`src/rtl/dsx_pkg.sv`:
```
package dsx_pkg;

    typedef enum logic [1:0] {
        ROUTE_STRAIGHT = 2'd0,
        ROUTE_SWAP01   = 2'd1,
        ROUTE_SWAP02   = 2'd2
    } route_e;

    typedef enum logic [2:0] {
        MEDIA_NONE  = 3'd0,
        MEDIA_525   = 3'd1,
        MEDIA_288M  = 3'd2,
        MEDIA_144M  = 3'd3,
        MEDIA_720K  = 3'd4
    } media_e;

    localparam int XCHG_LSB = 2;
    localparam int TAPE_LSB = 0;
    localparam int NOINFO_BIT = 5;
    localparam int ID_LSB = 6;

    localparam logic [1:0] XCODE_NONE = 2'b00;
    localparam logic [1:0] XCODE_01   = 2'b01;
    localparam logic [1:0] XCODE_02   = 2'b10;

endpackage

```
`src/rtl/dsx_cfg_reg.sv`:
```
module dsx_cfg_reg #(
    parameter int CODE_W = 2,
    parameter int N_DRV  = 4
) (
    input  logic              clk,
    input  logic              rst_n,
    input  logic              wr,
    input  logic [CODE_W-1:0] xchg_in,
    input  logic [CODE_W-1:0] tape_in,
    output logic [CODE_W-1:0] xchg_q,
    output logic [CODE_W-1:0] tape_q,
    output logic [N_DRV-1:0]  tape_sel
);

    always_ff @(posedge clk or negedge rst_n) begin
        if (!rst_n) begin
            xchg_q <= '0;
            tape_q <= '0;
        end else if (wr) begin
            xchg_q <= xchg_in;
            tape_q <= tape_in;
        end
    end

    // drive 0 is the boot floppy and is never marked as tape
    assign tape_sel[0] = 1'b0;
    for (genvar d = 1; d < N_DRV; d++) begin : g_tape
        assign tape_sel[d] = (tape_q == CODE_W'(d));
    end

endmodule

```
`src/rtl/dsx_route_fsm.sv`:
```
module dsx_route_fsm
    import dsx_pkg::*;
#(
    parameter int N_DRV = 4
) (
    input  logic             clk,
    input  logic             rst_n,
    input  logic [1:0]       code_next,
    input  logic             four_drive,
    input  logic [N_DRV-1:0] sel_int,
    input  logic [N_DRV-1:0] mtr_int,
    output logic [N_DRV-1:0] sel_pin,
    output logic [N_DRV-1:0] mtr_pin
);

    localparam int IDX_W = (N_DRV > 1) ? $clog2(N_DRV) : 1;

    route_e state_q, state_d;

    always_comb begin
        state_d = ROUTE_STRAIGHT;
        if (!four_drive) begin
            unique case (code_next)
                XCODE_01: state_d = ROUTE_SWAP01;
                XCODE_02: state_d = ROUTE_SWAP02;
                default:  state_d = ROUTE_STRAIGHT;
            endcase
        end
    end

    always_ff @(posedge clk or negedge rst_n) begin
        if (!rst_n) state_q <= ROUTE_STRAIGHT;
        else        state_q <= state_d;
    end

    function automatic logic [IDX_W-1:0] src_of(input route_e st, input int pin);
        logic [IDX_W-1:0] s;
        s = IDX_W'(pin);
        unique case (st)
            ROUTE_SWAP01: begin
                if (pin == 0) s = IDX_W'(1);
                else if (pin == 1) s = IDX_W'(0);
            end
            ROUTE_SWAP02: begin
                if (pin == 0) s = IDX_W'(2);
                else if (pin == 2) s = IDX_W'(0);
            end
            default: s = IDX_W'(pin);
        endcase
        return s;
    endfunction

    for (genvar p = 0; p < N_DRV; p++) begin : g_pin
        always_comb begin
            sel_pin[p] = sel_int[src_of(state_q, p)];
            mtr_pin[p] = mtr_int[src_of(state_q, p)];
        end
    end

endmodule

```
`src/rtl/dsx_media_rd.sv`:
```
module dsx_media_rd
    import dsx_pkg::*;
#(
    parameter int DATA_W = 8
) (
    input  logic              auto_sense,
    input  logic [1:0]        acc_drive,
    input  logic [1:0]        media_id0,
    input  logic [1:0]        media_id1,
    input  logic [1:0]        no_info,
    input  logic [1:0]        xchg_q,
    input  logic [1:0]        tape_q,
    output logic [DATA_W-1:0] rdata,
    output logic [2:0]        media_kind
);

    logic       flag;
    logic [1:0] id;

    always_comb begin
        flag = 1'b1;
        id   = 2'b00;
        if (auto_sense) begin
            unique case (acc_drive)
                2'd0: begin flag = no_info[0]; id = media_id0; end
                2'd1: begin flag = no_info[1]; id = media_id1; end
                default: begin flag = 1'b1; id = 2'b00; end
            endcase
        end
        if (flag) id = 2'b00;
    end

    always_comb begin
        rdata = '0;
        rdata[ID_LSB +: 2]   = id;
        rdata[NOINFO_BIT]    = flag;
        rdata[XCHG_LSB +: 2] = xchg_q;
        rdata[TAPE_LSB +: 2] = tape_q;
    end

    always_comb begin
        if (flag) media_kind = MEDIA_NONE;
        else      media_kind = 3'(id) + 3'd1;
    end

endmodule

```
`src/rtl/drive_xchg_cfg.sv`:
```
module drive_xchg_cfg
    import dsx_pkg::*;
#(
    parameter int DATA_W = 8,
    parameter int N_DRV  = 4
) (
    input  logic              clk,
    input  logic              rst_n,
    input  logic              reg_wr,
    input  logic [DATA_W-1:0] reg_wdata,
    output logic [DATA_W-1:0] reg_rdata,
    input  logic [N_DRV-1:0]  sel_int,
    input  logic [N_DRV-1:0]  mtr_int,
    output logic [N_DRV-1:0]  sel_pin,
    output logic [N_DRV-1:0]  mtr_pin,
    input  logic [1:0]        acc_drive,
    input  logic [1:0]        media_id0,
    input  logic [1:0]        media_id1,
    input  logic [1:0]        no_info,
    input  logic              four_drive,
    input  logic              auto_sense,
    output logic [1:0]        tape_drive,
    output logic [N_DRV-1:0]  tape_sel,
    output logic [2:0]        media_kind
);

    logic [1:0] xchg_q, tape_q, code_next;
    logic       unused_hi;

    assign unused_hi = ^reg_wdata[DATA_W-1:XCHG_LSB+2];

    dsx_cfg_reg #(.CODE_W(2), .N_DRV(N_DRV)) u_reg (
        .clk      (clk),
        .rst_n    (rst_n),
        .wr       (reg_wr),
        .xchg_in  (reg_wdata[XCHG_LSB +: 2]),
        .tape_in  (reg_wdata[TAPE_LSB +: 2]),
        .xchg_q   (xchg_q),
        .tape_q   (tape_q),
        .tape_sel (tape_sel)
    );

    assign code_next  = reg_wr ? reg_wdata[XCHG_LSB +: 2] : xchg_q;
    assign tape_drive = tape_q;

    dsx_route_fsm #(.N_DRV(N_DRV)) u_route (
        .clk        (clk),
        .rst_n      (rst_n),
        .code_next  (code_next),
        .four_drive (four_drive),
        .sel_int    (sel_int),
        .mtr_int    (mtr_int),
        .sel_pin    (sel_pin),
        .mtr_pin    (mtr_pin)
    );

    dsx_media_rd #(.DATA_W(DATA_W)) u_media (
        .auto_sense (auto_sense),
        .acc_drive  (acc_drive),
        .media_id0  (media_id0),
        .media_id1  (media_id1),
        .no_info    (no_info),
        .xchg_q     (xchg_q),
        .tape_q     (tape_q),
        .rdata      (reg_rdata),
        .media_kind (media_kind)
    );

endmodule

```
`config.mk`:
```
export PLATFORM = sky130hd
export DESIGN_NAME = drive_xchg_cfg
export DESIGN_NICKNAME = d
export VERILOG_FILES = /design/src/rtl/dsx_pkg.sv /design/src/rtl/dsx_cfg_reg.sv /design/src/rtl/dsx_route_fsm.sv /design/src/rtl/dsx_media_rd.sv /design/src/rtl/drive_xchg_cfg.sv
export SDC_FILE = /design/constraint.sdc
export NUM_CORES = 1
export LEC_CHECK = 0
export BUFFER_PORTS_ARGS = -buffer_cell sky130_fd_sc_hd__buf_2
export CORE_UTILIZATION = 32
export CTS_BUF_LIST = sky130_fd_sc_hd__clkbuf_2 sky130_fd_sc_hd__clkbuf_4 sky130_fd_sc_hd__clkbuf_8
export DETAILED_ROUTE_END_ITERATION = 6
export HOLD_SLACK_MARGIN = 0.12
export PLACE_DENSITY = 0.77
export SETUP_SLACK_MARGIN = 0.5
export SKIP_LAST_GASP = 1
export SYNTH_ARGS = -nofsm -noshare
export SYNTH_HDL_FRONTEND = slang
export SYNTH_SLANG_ARGS = --single-unit
```
`constraint.sdc`:
```
create_clock -name clk -period 1.2 [get_ports clk]
set_input_delay 0.12 -clock clk [delete_from_list [all_inputs] [get_ports clk]]
set_output_delay 0.12 -clock clk [all_outputs]
set_load 0.02 [all_outputs]
```
==> metrics.cfg <==
[global_route]
maximum_number_of_pins_on_one_net_before_global_route_repair = 7
grt.overflow.total = 0
grtUsageTotal_pct = 17.7
first_global_vias = 568
grt_antenna_before_repair = 0
grt_pass1_wl_mm = 2.46

[power]
netSwitchingFraction_pct = 31.6
pwr-share-clk_pct = 23.5
seqPwrFrac_pct = 26.7
comb_power_share_pct = 49.8
worst_vdd_ir_uv = 686
power_report.internal_total_uw = 644
power_switching_uw = 297
power.density_cell_area_nw_per_um2 = 858
power_leakage_uw = 0.000546

[setup_path]
crit_path_end_kind = output port
endpoint_of_the_worst_slack_reg_to_reg_timing_path = u_route.state_q[0]
r2r_setup_slack_ps = 240
timing.critical_path.from_type = input port
critPathKind = input port to output port
worst-path-max-fanout = 3
startpoint = acc_drive[0]
crit_path_required_time_ps = 1080
critical_path_arrival_ps = 1460
r2r_cells = 2
critical_path.reg2reg.startpoint = u_reg.xchg_q[0]

[route]
via_per_inst = 4.77
detail_route.wirelength_mm = 1.58
postRouteAntennaNets = 0
wire_per_inst_um = 13.7
number_of_remaining_drc_errors = 0
drt_pass1_iterations = 3
violation_count_after_the_first_detailed_routing_iteration = 9
dr_total_vias = 548

[synth]
post_synth.cell_area_avg_sq_um = 11.3
ys_dominant_reg_cell = sky130_fd_sc_hd__dfrtp_1
ys_ff_latch = 6
post_synth_most_frequent_cells = sky130_fd_sc_hd__mux2_2 (8), sky130_fd_sc_hd__mux2i_1 (8), sky130_fd_sc_hd__buf_4 (7), sky130_fd_sc_hd__dfrtp_1 (6)
asyncSetResetFlopFracSynth_pct = 100
edff_count_synth = 0
netlist_area_sq_um = 519
yosysSeqAreaShare_pct = 28.9
yosys-top-cells-area = sky130_fd_sc_hd__dfrtp_1 (29%), sky130_fd_sc_hd__mux2_2 (17%), sky130_fd_sc_hd__mux2i_1 (15%)
synth_top_area_cell = sky130_fd_sc_hd__dfrtp_1
synthesis.yosys.warnings = 0
yosysTopAreaCellShare_pct = 28.9
syn_inst = 46
yosysUniqueCellTypes = 15

[placed_design]
post_place_setup_slack_ps = -402
buffer_ports.inserted = 43
finalWeightedCongestion = 0.701

[timing]
period_needed_ps = 1580
fin_ws_ps = -377
timing.final.crit_share_pct = 131
setup-tns-final_ps = -1940
clock.fmax_mhz = 634
grt_setup_unrepaired = yes
finalMaxSlewViolations = 0
final.setup_skew_ps = 8.24
timing.final.hold_violations = 0
finalSetupViolations = 10

[die]
die_x_um = 42.3
core-area_sq_um = 1510
design.die.area_sq_um = 1790
die_ht_um = 42.3
initial_core_utilization_pct = 34.5
num_io_pins = 54
placement_rows = 14

[clocking]
root_buffer = sky130_fd_sc_hd__clkbuf_4
numCtsBuffers = 3
cts.htree.levels = 1
cts.reportedPaths.clkPinSlew_ps = 40
cts_num_sinks = 6
insertion_delay_ps = 240
clock_tree_from_tritoncts = yes
max-clock-path-buffers = 2
cts_hold_buffers = 1

[status]
run_status = finished, violations left
failed_checks = setup timing

[worst_hold_path]
hold_path.startpoint = four_drive
worst_hold_path.num_cells = 2
hold_class = input port to flop
whs_endpoint = u_route.state_q[1]

[final_layout]
layout.nets = 130
num-fill-cells = 122
diodes = 0
synthToLayoutAreaGrowth_pct = 111
drive_above_1_share_pct = 90.9

[run]
max-cap-violations = 0

## cell usage in the layout, fill, tap and decap left out
master                           n
sky130_fd_sc_hd__nor3b_1         1
sky130_fd_sc_hd__nor2b_4         3
sky130_fd_sc_hd__conb_1          2
sky130_fd_sc_hd__mux2i_4         1
sky130_fd_sc_hd__dfrtp_2         5
sky130_fd_sc_hd__ha_1            1
sky130_fd_sc_hd__nand2b_4        1
sky130_fd_sc_hd__buf_4          10
sky130_fd_sc_hd__mux2_2          2
sky130_fd_sc_hd__clkbuf_4        4
sky130_fd_sc_hd__dlygate4sd3_1   1
sky130_fd_sc_hd__and4bb_2        3
sky130_fd_sc_hd__nor3b_2         1
sky130_fd_sc_hd__mux2i_2         5
sky130_fd_sc_hd__mux2_4          7
sky130_fd_sc_hd__or3b_1          1
sky130_fd_sc_hd__mux2i_1         2
sky130_fd_sc_hd__and2_4          1
sky130_fd_sc_hd__buf_6          23
sky130_fd_sc_hd__dfrtp_1         1
sky130_fd_sc_hd__buf_2          22
sky130_fd_sc_hd__nor4b_4         2
## worst max-delay path by stage
stage / end / slack, ps
3_3_place_gp: media_kind[1] / -380
4_1_cts: media_kind[1] / -380
5_1_grt: media_kind[1] / -410
2_1_floorplan: media_kind[1] / -360
3_5_place_dp: media_kind[1] / -400
6_report: media_kind[1] / -380
## worst max-delay path, stage by stage
cell and delay (ps):
sky130_fd_sc_hd__buf_6 100, sky130_fd_sc_hd__mux2_4 330, sky130_fd_sc_hd__nor4b_4 290, sky130_fd_sc_hd__ha_1 270, sky130_fd_sc_hd__and4bb_2 230, sky130_fd_sc_hd__buf_6 130
## cell families after synthesis
logic type                 synth area share [%]
muxes                                      35.7
and+or+nand+nor                            21.2
buffers and inverters                      11.1
DFF                                        28.9
adders and majority gates                  2.41
other                                     0.722
## registers in the layout, summed over array words and instances (netlist names)
name	cells
u_reg.tape_q	2
u_reg.xchg_q	2
u_route.state_q	2
## metrics by stage
| step | hold WS, ps | total power (uW) | utilization, % | cell area (sq um) | instances |
|---|---|---|---|---|---|
| after floorplan | -176 | 484 | - | 627 | 47 |
| after global placement | -55.1 | 570 | 55.2 | 832 | 104 |
| after detailed placement | -51.0 | 577 | 55.2 | 832 | 104 |
| after CTS | 47.9 | 911 | 69.6 | 1050 | 112 |
| after global routing | 48.9 | 994 | 72.8 | 1100 | 115 |
| final | 55.5 | 941 | 72.8 | 1100 | 115 |
## power groups by stage
| stage | Clock (uW) | Combinational, uW | Sequential [uW] |
|---|---|---|---|
| 2_1_floorplan | 0 | 218 | 266 |
| 3_3_place_gp | 0 | 323 | 247 |
| 3_5_place_dp | 0 | 329 | 247 |
| 4_1_cts | 229 | 433 | 249 |
| 5_1_grt | 248 | 491 | 255 |
| 6_report | 221 | 469 | 251 |
## what timing repair did
item / CTS / global route
endpoints found under the hold margin: 10 / 4
setup endpoints to repair: 27 / 27
pin swaps: 6 / 3
buffers inserted: 3 / 3
resized for setup: 46 / 7
## metal layers
metal,global-route usage (%),part of all wire [%]
met3,3.88,3.4
met1,19.4,36
met2,35.1,61
met5,0,0
met4,1.88,0
## layout make-up
class / instances / area [sq um] / area share (%)
Timing Repair Buffer: 56 / 454 / 41.4
Multi-Input combinational cell: 33 / 437 / 39.8
Sequential cell: 6 / 156 / 14.3
Clock buffer: 4 / 30.0 / 2.74
Tap cell: 16 / 20.0 / 1.82
Power figures use the tool's default switching activity.
